<file path="config.mk">
export PLATFORM = sky130hd
export DESIGN_NAME = jtag_spi_bridge
export DESIGN_NICKNAME = d
export VERILOG_FILES = /design/src/rtl/jsb_pkg.sv /design/src/rtl/jsb_tap_ctrl.sv /design/src/rtl/jsb_ir.sv /design/src/rtl/jsb_dr_regs.sv /design/src/rtl/jsb_tdo_stage.sv /design/src/rtl/jtag_spi_bridge.sv
export SDC_FILE = /design/constraint.sdc
export NUM_CORES = 1
export LEC_CHECK = 0
export ABC_AREA = 1
export BUFFER_PORTS_ARGS = -buffer_cell sky130_fd_sc_hd__buf_2
export CORE_MARGIN = 10
export CORE_UTILIZATION = 30
export CTS_BUF_LIST = sky130_fd_sc_hd__clkbuf_8
export CTS_CLUSTER_DIAMETER = 150
export DETAILED_ROUTE_END_ITERATION = 10
export HOLD_SLACK_MARGIN = 0.15
export PLACE_DENSITY_LB_ADDON = 0.2
export SYNTH_ARGS = -nofsm -noshare
export SYNTH_HDL_FRONTEND = slang
export SYNTH_SLANG_ARGS = --single-unit
</file>
<file path="constraint.sdc">
create_clock -name tck -period 4.05 [get_ports tck]
set_input_delay 0.81 -clock tck [delete_from_list [all_inputs] [get_ports tck]]
set_output_delay 0.81 -clock tck [all_outputs]
set_load 0.02 [all_outputs]
</file>
<file path="src/rtl/jsb_pkg.sv">
package jsb_pkg;

  typedef enum logic [3:0] {
    TAP_RESET    = 4'h0,
    TAP_IDLE     = 4'h1,
    TAP_SEL_DR   = 4'h2,
    TAP_CAP_DR   = 4'h3,
    TAP_SHIFT_DR = 4'h4,
    TAP_EXIT1_DR = 4'h5,
    TAP_PAUSE_DR = 4'h6,
    TAP_EXIT2_DR = 4'h7,
    TAP_UPD_DR   = 4'h8,
    TAP_SEL_IR   = 4'h9,
    TAP_CAP_IR   = 4'hA,
    TAP_SHIFT_IR = 4'hB,
    TAP_EXIT1_IR = 4'hC,
    TAP_PAUSE_IR = 4'hD,
    TAP_EXIT2_IR = 4'hE,
    TAP_UPD_IR   = 4'hF
  } tap_state_t;

  function automatic tap_state_t tap_next(input tap_state_t cur, input logic tms);
    tap_state_t nxt;
    case (cur)
      TAP_RESET:    nxt = tms ? TAP_RESET    : TAP_IDLE;
      TAP_IDLE:     nxt = tms ? TAP_SEL_DR   : TAP_IDLE;
      TAP_SEL_DR:   nxt = tms ? TAP_SEL_IR   : TAP_CAP_DR;
      TAP_CAP_DR:   nxt = tms ? TAP_EXIT1_DR : TAP_SHIFT_DR;
      TAP_SHIFT_DR: nxt = tms ? TAP_EXIT1_DR : TAP_SHIFT_DR;
      TAP_EXIT1_DR: nxt = tms ? TAP_UPD_DR   : TAP_PAUSE_DR;
      TAP_PAUSE_DR: nxt = tms ? TAP_EXIT2_DR : TAP_PAUSE_DR;
      TAP_EXIT2_DR: nxt = tms ? TAP_UPD_DR   : TAP_SHIFT_DR;
      TAP_UPD_DR:   nxt = tms ? TAP_SEL_DR   : TAP_IDLE;
      TAP_SEL_IR:   nxt = tms ? TAP_RESET    : TAP_CAP_IR;
      TAP_CAP_IR:   nxt = tms ? TAP_EXIT1_IR : TAP_SHIFT_IR;
      TAP_SHIFT_IR: nxt = tms ? TAP_EXIT1_IR : TAP_SHIFT_IR;
      TAP_EXIT1_IR: nxt = tms ? TAP_UPD_IR   : TAP_PAUSE_IR;
      TAP_PAUSE_IR: nxt = tms ? TAP_EXIT2_IR : TAP_PAUSE_IR;
      TAP_EXIT2_IR: nxt = tms ? TAP_UPD_IR   : TAP_SHIFT_IR;
      TAP_UPD_IR:   nxt = tms ? TAP_SEL_DR   : TAP_IDLE;
      default:      nxt = TAP_RESET;
    endcase
    return nxt;
  endfunction

endpackage

</file>
<file path="src/rtl/jsb_tap_ctrl.sv">
module jsb_tap_ctrl
  import jsb_pkg::*;
(
  input  logic       tck,
  input  logic       trst_n,
  input  logic       tms,
  output tap_state_t state
);

  always_ff @(posedge tck or negedge trst_n) begin
    if (!trst_n) state <= TAP_RESET;
    else         state <= tap_next(state, tms);
  end

  // Run length of consecutive TMS-high edges, saturating at five.
  logic [2:0] tms_run;
  always_ff @(posedge tck or negedge trst_n) begin
    if (!trst_n)               tms_run <= 3'd0;
    else if (!tms)             tms_run <= 3'd0;
    else if (tms_run != 3'd5)  tms_run <= tms_run + 3'd1;
  end


  five_tms_reset_chk: assert property (@(posedge tck) disable iff (!trst_n)
    (tms_run == 3'd5) |-> (state == TAP_RESET));

endmodule

</file>
<file path="src/rtl/jsb_ir.sv">
module jsb_ir
  import jsb_pkg::*;
#(
  parameter int              IR_W     = 6,
  parameter logic [IR_W-1:0] RESET_OP = {IR_W{1'b1}}
) (
  input  logic            tck,
  input  logic            trst_n,
  input  logic            tdi,
  input  tap_state_t      state,
  output logic [IR_W-1:0] ir_q,
  output logic            ir_sout
);

  localparam logic [IR_W-1:0] CAP_PAT = {{(IR_W-1){1'b0}}, 1'b1};

  logic [IR_W-1:0] ir_sh;

  always_ff @(posedge tck or negedge trst_n) begin
    if (!trst_n) begin
      ir_sh <= CAP_PAT;
    end else begin
      case (state)
        TAP_CAP_IR:   ir_sh <= CAP_PAT;
        TAP_SHIFT_IR: ir_sh <= {tdi, ir_sh[IR_W-1:1]};
        default:      ir_sh <= ir_sh;
      endcase
    end
  end

  always_ff @(posedge tck or negedge trst_n) begin
    if (!trst_n)                  ir_q <= RESET_OP;
    else if (state == TAP_RESET)  ir_q <= RESET_OP;
    else if (state == TAP_UPD_IR) ir_q <= ir_sh;
  end

  assign ir_sout = ir_sh[0];


  ir_capture_chk: assert property (@(posedge tck) disable iff (!trst_n)
    (state == TAP_CAP_IR) |=> (ir_sh == CAP_PAT));


  ir_update_chk: assert property (@(posedge tck) disable iff (!trst_n)
    (state == TAP_UPD_IR) |=> (ir_q == $past(ir_sh)));


  ir_restore_chk: assert property (@(posedge tck) disable iff (!trst_n)
    (state == TAP_RESET) |=> (ir_q == RESET_OP));

endmodule

</file>
<file path="src/rtl/jsb_dr_regs.sv">
module jsb_dr_regs
  import jsb_pkg::*;
#(
  parameter int              ID_W     = 32,
  parameter logic [ID_W-1:0] ID_VALUE = {{(ID_W-1){1'b0}}, 1'b1}
) (
  input  logic       tck,
  input  logic       trst_n,
  input  logic       tdi,
  input  tap_state_t state,
  output logic       byp_sout,
  output logic       id_sout
);

  logic            byp_q;
  logic [ID_W-1:0] id_sh;

  always_ff @(posedge tck or negedge trst_n) begin
    if (!trst_n) begin
      byp_q <= 1'b0;
      id_sh <= ID_VALUE;
    end else begin
      case (state)
        TAP_CAP_DR: begin
          byp_q <= 1'b0;
          id_sh <= ID_VALUE;
        end
        TAP_SHIFT_DR: begin
          byp_q <= tdi;
          id_sh <= {tdi, id_sh[ID_W-1:1]};
        end
        default: begin
          byp_q <= byp_q;
          id_sh <= id_sh;
        end
      endcase
    end
  end

  assign byp_sout = byp_q;
  assign id_sout  = id_sh[0];


  bypass_capture_chk: assert property (@(posedge tck) disable iff (!trst_n)
    (state == TAP_CAP_DR) |=> (byp_q == 1'b0));


  idcode_capture_chk: assert property (@(posedge tck) disable iff (!trst_n)
    (state == TAP_CAP_DR) |=> (id_sh == ID_VALUE));

endmodule

</file>
<file path="src/rtl/jsb_tdo_stage.sv">
module jsb_tdo_stage
  import jsb_pkg::*;
(
  input  logic       tck,
  input  logic       trst_n,
  input  tap_state_t state,
  input  logic       sel_user,
  input  logic       sel_id,
  input  logic       ir_sout,
  input  logic       id_sout,
  input  logic       byp_sout,
  input  logic       spi_miso,
  output logic       tdo,
  output logic       tdo_oe
);

  logic nxt_bit;
  logic nxt_oe;

  always_comb begin
    nxt_bit = 1'b0;
    nxt_oe  = 1'b0;
    case (state)
      TAP_SHIFT_IR: begin
        nxt_bit = ir_sout;
        nxt_oe  = 1'b1;
      end
      TAP_SHIFT_DR: begin
        nxt_oe = 1'b1;
        if (sel_user)    nxt_bit = spi_miso;
        else if (sel_id) nxt_bit = id_sout;
        else             nxt_bit = byp_sout;
      end
      default: begin
        nxt_bit = 1'b0;
        nxt_oe  = 1'b0;
      end
    endcase
  end

  always_ff @(negedge tck or negedge trst_n) begin
    if (!trst_n) begin
      tdo    <= 1'b0;
      tdo_oe <= 1'b0;
    end else begin
      tdo    <= nxt_bit;
      tdo_oe <= nxt_oe;
    end
  end


  tdo_oe_window_chk: assert property (@(posedge tck) disable iff (!trst_n)
    tdo_oe |-> (state inside {TAP_SHIFT_IR, TAP_SHIFT_DR}));


  miso_passthru_chk: assert property (@(negedge tck) disable iff (!trst_n)
    (state == TAP_SHIFT_DR && sel_user) |=> (tdo == $past(spi_miso)));

endmodule

</file>
<file path="src/rtl/jtag_spi_bridge.sv">
module jtag_spi_bridge
  import jsb_pkg::*;
#(
  parameter int              IR_W      = 6,
  parameter logic [IR_W-1:0] USER_OP   = 6'b000010,
  parameter logic [IR_W-1:0] IDCODE_OP = 6'b001001,
  parameter int              ID_W      = 32,
  parameter logic [ID_W-1:0] ID_VALUE  = 32'h4C6A_2E3D
) (
  input  logic tck,
  input  logic trst_n,
  input  logic tms,
  input  logic tdi,
  input  logic spi_miso,
  output logic tdo,
  output logic tdo_oe,
  output logic spi_mosi,
  output logic spi_sclk,
  output logic spi_cs_n
);

  localparam logic [IR_W-1:0] BYPASS_OP = {IR_W{1'b1}};

  tap_state_t      state;
  logic [IR_W-1:0] ir_q;
  logic            ir_sout;
  logic            id_sout;
  logic            byp_sout;
  logic            sel_user;
  logic            sel_id;

  jsb_tap_ctrl u_tap (
    .tck    (tck),
    .trst_n (trst_n),
    .tms    (tms),
    .state  (state)
  );

  jsb_ir #(
    .IR_W     (IR_W),
    .RESET_OP (IDCODE_OP)
  ) u_ir (
    .tck     (tck),
    .trst_n  (trst_n),
    .tdi     (tdi),
    .state   (state),
    .ir_q    (ir_q),
    .ir_sout (ir_sout)
  );

  jsb_dr_regs #(
    .ID_W     (ID_W),
    .ID_VALUE (ID_VALUE)
  ) u_dr (
    .tck      (tck),
    .trst_n   (trst_n),
    .tdi      (tdi),
    .state    (state),
    .byp_sout (byp_sout),
    .id_sout  (id_sout)
  );

  // Everything other than the user and IDCODE opcodes, BYPASS_OP
  // included, falls through to the 1-bit bypass path.
  assign sel_user = (ir_q == USER_OP) && (USER_OP != BYPASS_OP);
  assign sel_id   = (ir_q == IDCODE_OP) && !sel_user;

  jsb_tdo_stage u_tdo (
    .tck      (tck),
    .trst_n   (trst_n),
    .state    (state),
    .sel_user (sel_user),
    .sel_id   (sel_id),
    .ir_sout  (ir_sout),
    .id_sout  (id_sout),
    .byp_sout (byp_sout),
    .spi_miso (spi_miso),
    .tdo      (tdo),
    .tdo_oe   (tdo_oe)
  );

  assign spi_mosi = tdi;
  assign spi_sclk = tck;
  assign spi_cs_n = !(sel_user && (state == TAP_SHIFT_DR));


  cs_hold_chk: assert property (@(posedge tck) disable iff (!trst_n)
    (!spi_cs_n && !tms) |=> !spi_cs_n);


  cs_release_chk: assert property (@(posedge tck) disable iff (!trst_n)
    (!spi_cs_n && tms) |=> spi_cs_n);


  cs_entry_chk: assert property (@(posedge tck) disable iff (!trst_n)
    $fell(spi_cs_n) |-> ($past(state) == TAP_CAP_DR));

endmodule

</file>
Word-level counts from Yosys, hierarchy flattened
Index checks and enable logic that the tools add are counted.

word-level totals
  output and inout bits = 5
  memories kept = 0
  bits in writable memories = 0
  bits in read-only memories = 0
  register bits = 51
  input bits = 5
  latch bits = 0

operators by class
  reduce and logical (&&, ||, !) cells = 12
  bitwise logic cells = 0
  order comparisons = 0
  muxes and demuxes = 22
  eq/ne operators = 17
  multipliers = 0
  div/mod/pow operators = 0
  add/sub/neg operators = 0
  shifts and indexed selects = 0

operators by type and width
  cell                number
  $pmux 32 s2         1
  $pmux 4 s12         1
  $eq 4x4->1 const B  8
  $eq 4x3->1 const B  4
  $mux 4              4
  $mux 6              2
  $pmux 6 s2          1
  $eq 4x2->1 const B  2
  $eq 6x2->1 const B  1
  $eq 6x4->1 const B  1
  $mux 1              6
  $mux 2              3
  $mux 3              2
  $reduce_bool 2->1   3
  $reduce_or 2->1     3
  $eq 4x1->1 const B  1
  $logic_not 4->1     1
  $pmux 1 s2          2
  $reduce_or 3->1     1
  $logic_and 1x1->1   2
  $logic_not 1->1     2

Depth between registers and ports, before layout
  depth after elaboration = 6
  gate-level depth with buffers = 8
  gate-level depth less buffers = 8

Hierarchy
From an unflattened synthesis, not the netlist that was laid out.

unflattened totals
  cell total of the unflattened synthesis = 351
  area total of the unflattened synthesis = 2,628.8 um^2

by module, submodules not included
  module           cells each  area an instance (um^2)  instances
  jsb_dr_regs      182         1,508.9                  1
  jsb_ir           66          540.5                    1
  jsb_tap_ctrl     61          350.3                    1
  jsb_tdo_stage    22          135.1                    1
  jtag_spi_bridge  20          93.8                     1

==> flow_summary.toml <==
[timing]
drv_slew = 0
finalClockSkew_ps = 20.72
tightest_slew_ps = 541.4
finalSetupViolCount = 0
finalHoldViolations = 0
setup_ws_ps = 253.6
rsz0062_at_grt = "false"
slew_headroom_pct = 63.77
fin_setup_tns_ps = 0

[synthesis]
ys_top_cells_by_area = "dfrtp_1, dfstp_2, nand2_1"
synth_cell_types = 27
synth_edf_count = 0
muxShareOfSynthArea_pct = 0
synth_adder_area_share_pct = 0
synth_top_area_share_pct = 33.51
synth_area_leader_cell = "dfrtp_1"
synth_commonest_cells = "nand2_1, inv_1, dfrtp_1"
synth_top_family_by_area = "simple AND/OR/NAND/NOR gates"
synthSimpleGateAreaFrac_pct = 16.23
synth-main-ff-cell = "dfrtp_1"
yosysWarnings = 0
synth_area_mm2 = 0.002166
syn_area_per_cell_um2 = 9.499
syn_inst = 228
ys_async_sr_fraction_pct = 100.0
synth_xor_area_share_pct = 0
yosys.cell_count.top_type = "nand2_1"
seq_area_frac_synth_pct = 58.87
yosys_register_bits = 50
synth_compound_area_share_pct = 16.06
syn_nets = 233

[worst_setup_path]
cp.required_ps = 3240
critPathBufInv = 1
start_kind = "flop"
critPathSlowestCell = "dfrtn_1"
critical_path_arrival_ps = 2990
crit_family = "flip-flops"
max_stage_delay_ps = 390
crit_type = "flop to output port"
path_max_fanout = 1
path_cells = "buf_2"
endpoint_kind = "output port"

[final_layout]
syn_to_final_growth_pct = 12.30
fin_cells = 340
final_area_mm2 = 0.002432
drive_above_1_share_pct = 22.95
diodes = 0
fin_nets = 248

[floorplanning]
die_y_um = 105.0
start_util_pct = 31.36
io-pin-count = 10
core_area_mm2 = 0.006907
die_w_um = 105.0
dieArea_mm2 = 0.01102
rows = 30

[route]
wl_um = 4141
wire_per_inst_um = 12.18
ant_nets = 0
drt-pass1-iter-count = 4
drt_iter0_drc = 87
post_drt_via_cell_ratio = 4.544
drcViolationCount = 0
vias = 1545

[cts]
cts.repair.resized = 0
clkTransAtPathRegs_ps = 90
clock_latency_ps = 420
cts_hold_buf = 0
cts_setup_buffers = 0
cts_tree = "done"

[power_and_ir_drop]
p_leak_nw = 1.174
power_density_mw_per_mm2 = 732.9
swShare_pct = 36.26
internal_power_mw = 1.136
p_clk_share_pct = 21.2
vdd_drop_max_mv = 0.2841
p_comb_share_pct = 32.4
power_mw = 1.783
pwr-share-seq_pct = 46.5
p_sw_mw = 0.6465

[placement]
gp_congestion = 0.8324
pre_cts_slack_ps = 686.4
dp_cells = 329
dpl_cell_area_mm2 = 0.002307
hpwl_um = 2815
portBuffers = 9

[job]
maxCapViolCount = 0

[global_route]
first_global_vias = 1609
antenna_found_initial = 0
grt.overflow.total = 0
grt_max_degree = 34
grt_pass1_wl_um = 7507
grt_use_total_pct = 8.423

[worst_hold_path]
hold_class = "primary input to asynchronous set/reset pin"

[run_status]
status = "completed"
path summary, 6_finish.rpt:
check	start	end	slack (ps)	cells after the start
max in group asynchronous	trst_n	u_tdo.tdo_oe	1780	1
worst max-delay path	u_tdo.tdo_oe	tdo_oe	250	1
worst min-delay path	trst_n	u_ir.ir_q[5]	450	2
min in group tck	u_dr.id_sh[2]	u_dr.id_sh[2]	480	2
worst max register to register	u_tap.state[2]	u_tdo.tdo_oe	780	5
worst min register to register	u_dr.id_sh[2]	u_dr.id_sh[2]	480	2
power groups by stage:
stage          sequential [mW]  combinational, mW  clock, mW
2_1_floorplan            0.825              0.471     0.0288
3_3_place_gp             0.836              0.584     0.0231
3_5_place_dp             0.838              0.583     0.0231
4_1_cts                  0.829              0.586      0.399
5_1_grt                  0.857              0.669      0.422
6_report                 0.828              0.577      0.378
per-stage QoR:
step	utilization [%]	hold slack, ps
after CTS	35.22	441.9
final	35.22	447.8
after detailed placement	33.41	471.5
after floorplan	-	453.6
after global placement	33.41	468.8
after global routing	35.22	448.5
layer usage:
metal / wire length (µm) / track usage [%] / share of wire (%) / vias to the layer above
met1: 2086 / 10.62 / 50 / 761
met3: 92 / 2.580 / 2.2 / 5
met5: 0 / 0 / 0 / -
met2: 1878 / 11.97 / 45 / 11
li1: - / - / - / 768
met4: 83 / 5.882 / 2.0 / 0
flip-flops by register name, summed over array words and instances (netlist names):
| register | count |
|---|---|
| u_tdo.tdo | 1 |
| u_tap.state | 4 |
| u_ir.ir_q | 6 |
| u_tdo.tdo_oe | 1 |
| u_dr.id_sh | 32 |
| u_ir.ir_sh | 6 |
logic make-up (layout without fill, tap and decap cells):
group	Yosys count	in the layout
AOI/OAI and AO/OA	53	53
DFF	50	50
and+or+nand+nor	80	80
buffers and inverters	45	61
layout make-up:
type                    count  area [µm²]
multi-input cells         133       699.4
inverters                  38       145.1
well taps                  96       120.1
flip-flops and latches     50        1275
clock inverters             3       15.01
clock buffers               9       115.1
fillers                   737        4474
repair buffers             11       62.56
cells in the final DEF (no fill, tap or decap):
cell and count:
nand2_1 40, clkbuf_8 8, a31oi_1 2, nor2_2 1, dfrtp_1 29, o22a_1 9, o21bai_1 1, inv_1 37
nand2_2 2, buf_2 9, a21oi_1 3, dfrtn_1 2, o21ai_0 14, dfstp_2 19, o22ai_1 14, a21oi_2 7
clkinvlp_4 1, nand3_1 10, o21ai_1 3, nand3b_1 1, nand2_4 2, inv_2 2, inv_4 1, buf_4 3
nor2_4 1, nand4_1 2, nor2_1 21
Power figures use the tool's default switching activity.
